`src/rtl/ilk_pkg.sv`:
```
package ilk_pkg;
    // Number of source operands compared per decode instruction.
    localparam int NUM_SRC = 2;
    // Stages whose producers can block decode: ALU and data memory.
    localparam int NUM_BLK = 2;

    typedef enum logic [1:0] {
        ST_FLOW  = 2'd0,
        ST_HOLD1 = 2'd1,
        ST_HOLD2 = 2'd2
    } hold_st_e;
endpackage

```
`src/rtl/ilk_match.sv`:
```
module ilk_match #(
    parameter int REG_W  = 5,
    parameter int N_PROD = 2
) (
    input  logic [REG_W-1:0]             src,
    input  logic [N_PROD-1:0]            prod_valid,
    input  logic [N_PROD-1:0][REG_W-1:0] prod_rd,
    output logic                         hit
);
    logic [N_PROD-1:0] eq;
    logic              src_live;

    // Register 0 is hard-wired, never a true dependence.
    assign src_live = (src != '0);

    for (genvar g = 0; g < N_PROD; g++) begin : g_prod
        assign eq[g] = src_live && prod_valid[g] && (prod_rd[g] == src);
    end

    assign hit = |eq;
endmodule

```
`src/rtl/ilk_stall_fsm.sv`:
```
module ilk_stall_fsm (
    input  logic clk,
    input  logic rst_n,
    input  logic dec_busy,
    input  logic dep_hit,
    output logic stall,
    output logic dec_load,
    output logic alu_bubble
);
    import ilk_pkg::*;

    hold_st_e state, state_nx;

    always_ff @(posedge clk or negedge rst_n) begin
        if (!rst_n) state <= ST_FLOW;
        else        state <= state_nx;
    end

    always_comb begin
        unique case (state)
            ST_FLOW:  state_nx = stall ? ST_HOLD1 : ST_FLOW;
            ST_HOLD1: state_nx = stall ? ST_HOLD2 : ST_FLOW;
            ST_HOLD2: state_nx = stall ? ST_HOLD2 : ST_FLOW;
            default:  state_nx = ST_FLOW;
        endcase
    end

    always_comb begin
        stall      = dec_busy && dep_hit;
        dec_load   = !stall;
        alu_bubble = stall;
    end

    // Without forwarding, a hold can never exceed two cycles.
    assert_hold_limit_R9: assert property (@(posedge clk) disable iff (!rst_n)
        (state == ST_HOLD2) |-> !stall);

    // A stall only ever comes from a valid decode entry.
    assert_idle_no_stall_R12: assert property (@(posedge clk) disable iff (!rst_n)
        !dec_busy |-> !stall);
endmodule

```
`src/rtl/ilk_interlock.sv`:
```
module ilk_interlock #(
    parameter int REG_W = 5,
    parameter int TAG_W = 4
) (
    input  logic             clk,
    input  logic             rst_n,
    input  logic             f_valid,
    input  logic [TAG_W-1:0] f_tag,
    input  logic [REG_W-1:0] f_rs1,
    input  logic [REG_W-1:0] f_rs2,
    input  logic [REG_W-1:0] f_rd,
    output logic             stall,
    output logic             d_valid,
    output logic [TAG_W-1:0] d_tag,
    output logic             a_valid,
    output logic [TAG_W-1:0] a_tag,
    output logic             m_valid,
    output logic [TAG_W-1:0] m_tag,
    output logic             w_valid,
    output logic [TAG_W-1:0] w_tag
);
    import ilk_pkg::*;

    typedef struct packed {
        logic             valid;
        logic [TAG_W-1:0] tag;
        logic [REG_W-1:0] rs1;
        logic [REG_W-1:0] rs2;
        logic [REG_W-1:0] rd;
    } dec_slot_t;

    typedef struct packed {
        logic             valid;
        logic [TAG_W-1:0] tag;
        logic [REG_W-1:0] rd;
    } prod_slot_t;

    dec_slot_t  f_s, d_q;
    prod_slot_t a_q, m_q;
    logic             w_vq;
    logic [TAG_W-1:0] w_tq;

    logic [NUM_SRC-1:0][REG_W-1:0] src_vec;
    logic [NUM_BLK-1:0]            blk_valid;
    logic [NUM_BLK-1:0][REG_W-1:0] blk_rd;
    logic [NUM_SRC-1:0]            src_hit;
    logic                          dec_load, alu_bubble;

    assign f_s       = '{valid: f_valid, tag: f_tag, rs1: f_rs1, rs2: f_rs2, rd: f_rd};
    assign src_vec   = {d_q.rs2, d_q.rs1};
    assign blk_valid = {m_q.valid, a_q.valid};
    assign blk_rd    = {m_q.rd, a_q.rd};

    for (genvar s = 0; s < NUM_SRC; s++) begin : g_src
        ilk_match #(.REG_W(REG_W), .N_PROD(NUM_BLK)) u_match (
            .src        (src_vec[s]),
            .prod_valid (blk_valid),
            .prod_rd    (blk_rd),
            .hit        (src_hit[s])
        );
    end

    ilk_stall_fsm u_fsm (
        .clk        (clk),
        .rst_n      (rst_n),
        .dec_busy   (d_q.valid),
        .dep_hit    (|src_hit),
        .stall      (stall),
        .dec_load   (dec_load),
        .alu_bubble (alu_bubble)
    );

    always_ff @(posedge clk or negedge rst_n) begin
        if (!rst_n) begin
            d_q  <= '0;
            a_q  <= '0;
            m_q  <= '0;
            w_vq <= 1'b0;
            w_tq <= '0;
        end else begin
            if (dec_load) d_q <= f_s;
            if (alu_bubble) a_q <= '0;
            else            a_q <= '{valid: d_q.valid, tag: d_q.tag, rd: d_q.rd};
            m_q  <= a_q;
            w_vq <= m_q.valid;
            w_tq <= m_q.tag;
        end
    end

    assign d_valid = d_q.valid;
    assign d_tag   = d_q.tag;
    assign a_valid = a_q.valid;
    assign a_tag   = a_q.tag;
    assign m_valid = m_q.valid;
    assign m_tag   = m_q.tag;
    assign w_valid = w_vq;
    assign w_tag   = w_tq;

    assert_bubble_after_stall_R8: assert property (@(posedge clk) disable iff (!rst_n)
        stall |=> !a_valid);

    assert_decode_held_R7: assert property (@(posedge clk) disable iff (!rst_n)
        stall |=> (d_valid == $past(d_valid)) && (d_tag == $past(d_tag)));

    assert_alu_to_mem_R10: assert property (@(posedge clk) disable iff (!rst_n)
        a_valid |=> m_valid && (m_tag == $past(a_tag)));

    assert_mem_to_wb_R10: assert property (@(posedge clk) disable iff (!rst_n)
        m_valid |=> w_valid && (w_tag == $past(m_tag)));

    assert_zero_sources_R5: assert property (@(posedge clk) disable iff (!rst_n)
        (d_q.rs1 == '0 && d_q.rs2 == '0) |-> !stall);
endmodule

```
`config.mk`:
```
export PLATFORM = sky130hd
export DESIGN_NAME = ilk_interlock
export DESIGN_NICKNAME = d
export VERILOG_FILES = /design/src/rtl/ilk_pkg.sv /design/src/rtl/ilk_match.sv /design/src/rtl/ilk_stall_fsm.sv /design/src/rtl/ilk_interlock.sv
export SDC_FILE = /design/constraint.sdc
export NUM_CORES = 1
export LEC_CHECK = 0
export ABC_AREA = 1
export ABC_CLOCK_PERIOD_IN_PS = 2600
export BUFFER_PORTS_ARGS = -buffer_cell sky130_fd_sc_hd__buf_2
export CAP_MARGIN = 20
export CORE_AREA = 2 2 64 66
export CTS_CLUSTER_SIZE = 28
export DETAILED_ROUTE_END_ITERATION = 10
export DIE_AREA = 0 0 66 68
export MAX_ROUTING_LAYER = met4
export PLACE_DENSITY_LB_ADDON = 0.25
export SLEW_MARGIN = 20
export SYNTH_ARGS = -nofsm -noshare
export SYNTH_HDL_FRONTEND = slang
export SYNTH_SLANG_ARGS = --single-unit
```
`constraint.sdc`:
```
create_clock -name clk -period 2.6 [get_ports clk]
set_input_delay 0.26 -clock clk [delete_from_list [all_inputs] [get_ports clk]]
set_output_delay 0.26 -clock clk [all_outputs]
set_load 0.1 [all_outputs]
```
==> key figures <==
GRT
  – Initial antenna violation count: 0
  – Largest net degree at the start of global routing: 46
  – Vias in the first global route: 1376
  – Grt ovf: 0
  – Global-route wire length before repair: 6.67 mm
  – Gr usage total: 0.207

Yosys
  – Avg Cell Area, Syn: 8.17 um2
  – Synth warnings: 0
  – Ranking of synthesized cells by area: dfrtp_1 (56%), nand2_1 (18%), nand3_1 (6.3%), nor2_1 (4.9%), inv_1 (4.5%)
  – Post-synthesis register bit count: 45
  – Netlist cell types: 13
  – Mapped cell area: 1990 um2
  – Ys flop type: dfrtp_1
  – Area leader, netlist: dfrtp_1
  – Top cells by count, synth: nand2_1 (93), dfrtp_1 (45), nor2_1 (26), nand3_1 (25), inv_1 (24)
  – Synth top area share: 0.565
  – Post-synthesis sequential area ratio: 0.565
  – Fraction of registers with async set/reset: 1.00
  – Most common cell in the netlist: nand2_1
  – Syn Inst Count: 244
  – Total nets after synthesis: 266
  – EDFF count, synth: 0

Critical path
  – CP delay by family, top: simple AND/OR/NAND/NOR gates
  – Max FO, Critical Path: 21
  – Worst Path Buf+Inv: 3
  – Slowest cell delay on critical path: 0.46 ns
  – CP arrival: 1.98 ns
  – CP Launch Type: register
  – Slowest-stage cell, CP: dfrtp_1
  – CP Capture Type: output pin
  – Crit-path cells: inv_2, nand2_1, nand2_1, nor2_1, nand3_1, nand2_1, nand2_2, nand2_4, nand2_4, inv_2, buf_2
  – CP Data Required Time: 2.34 ns
  – Top cell by count, worst path: nand2_1
  – Setup CP Type: register to output pin

Timing
  – Hold Vio Cnt, Final: 0
  – Post-route setup TNS: 0 ns
  – Slew HR: 0.676
  – Fmax: 0.447 GHz
  – Final period util: 0.861
  – Hold Slack: 0.146 ns
  – Setup WS post-layout: 0.360 ns
  – Crit path time final: 2.24 ns
  – Fin. max-slew vios: 0
  – Final Skew: 0.0116 ns
  – Worst-Margin Slew: 0.490 ns
  – Setup-failing EPs final: 0
  – RSZ-0062 raised after global routing: false

Cells and area
  – Antenna Cells: 0
  – Area grow syn2layout: 16.3%
  – Fin util: 0.601
  – Layout Nets: 306
  – Share of cells above drive strength 1: 0.235
  – FILL cells: 360

CTS
  – Skew-Pair Late Insertion Delay: 0.30 ns
  – H-tree depth: 2
  – Root Buffer Master: clkbuf_8
  – CTS clock-pin slew for the worst setup and hold paths: 0.09 ns
  – CTS tree: built
  – Clock Path Buffers: 2
  – Num CTS Buffers: 5
  – Total clock sinks: 45

Route
  – Antenna viol nets, final: 0
  – DRC Markers: 0
  – DR vias: 1538
  – Routed vias/inst: 4.59
  – Initial DRC Count: 119
  – Total wire length: 3.90 mm
  – Wire length per cell: 11.6 um
  – Pre-Repair DR Iteration Count: 5

Placement
  – Worst slack, placed: 0.670 ns
  – Detailed placer's ending HPWL: 2.84 mm
  – Final Wtd Congestion: 0.924
  – Port buffer count: 42

Outcome
  – Status: completed

Floorplanning
  – Core area: 3860 um2
  – Die Ht: 68 um
  – Die Wd: 66 um
  – Ports: 43
  – Initial Util: 0.517
  – # rows: 23
  – Die area: 4490 um2

Flow run
  – Max Cap Viol: 0

Hold path
  – Hold/Removal Path Class: input pin to register
## stage by stage
| stage | instance area [um2] | instances |
|---|---|---|
| floorplan | 1990 | 244 |
| global placement | 2180 | 325 |
| detailed placement | 2180 | 325 |
| CTS | 2290 | 333 |
| global route | 2320 | 335 |
| finish | 2320 | 335 |
## flip-flops by register name, indices dropped and copies added, names as in the netlist
signal   flops
a_q          5
m_valid      1
blk_rd       5
d_valid      1
w_tag        4
m_tag        4
w_valid      1
a_valid      1
a_tag        4
d_tag        4
d_q         15
## kinds of logic (layout without fill, tap and decap cells)
family / Yosys count / count (layout) / synth area share
AOI/OAI and AO/OA: 1 / 1 / 0.00251
and+or+nand+nor: 152 / 152 / 0.316
buffers and inverters: 46 / 87 / 0.117
DFF: 45 / 45 / 0.565
## what timing repair did
action / CTS / global route
hold buffers: 0 / 1
setup buffers: 0 / 0
endpoints found under the hold margin: 0 / 10
resized for setup: 0 / 0
## area by class of cell
| type | instances | area, um2 | area share |
|---|---|---|---|
| inverters | 32 | 120 | 0.0518 |
| clock inverters | 2 | 38.8 | 0.0167 |
| well taps | 50 | 62.6 | 0.0270 |
| repair buffers | 47 | 263 | 0.113 |
| multi-input cells | 153 | 634 | 0.274 |
| clock buffers | 6 | 72.6 | 0.0313 |
| flip-flops and latches | 45 | 1130 | 0.486 |
## tightest hold or removal path, delay by kind of cell
family        cells  cell delay [ns]
buf+inv           2             0.10
simple gates      1             0.05
## layout by cell type, fill, tap and decap left out
cell type	Yosys	final
buf_12	0	1
buf_2	0	42
buf_4	8	3
bufinv_16	0	1
clkbuf_1	2	1
clkbuf_8	0	5
clkinv_4	0	1
dfrtp_1	45	45
dlygate4sd3_1	0	1
inv_1	24	24
inv_2	8	8
nand2_1	93	93
nand2_2	4	4
nand2_4	2	2
nand3_1	25	25
nor2_1	26	26
nor3_1	2	2
o21ai_1	1	1
## metal layers
metal  vias up  part of all wire  routed length [um]  track usage
li1        796                 -                   -            -
met1       706              0.47                1840        0.284
met3         4             0.042                 164       0.0510
met5         -                 0                   0            -
met2        32              0.48                1870        0.322
met4         0            0.0062                  24       0.0383
## final timing paths
kind                          start         to  slack [ns]  depth (start not counted)
max in group asynchronous     rst_n  blk_rd[5]        1.78                          3
max                          d_q[7]      stall        0.36                         11
min reg2reg                a_tag[1]   m_tag[1]        0.37                          0
min                         f_valid    d_valid        0.15                          3
min in group asynchronous     rst_n    d_q[13]        0.35                          2
max reg2reg                  d_q[7]   a_tag[3]        1.00                         12
Power is left out: the tool's default activity adds up to more than one toggle a clock period on the data nets, which glitch-free logic cannot reach.
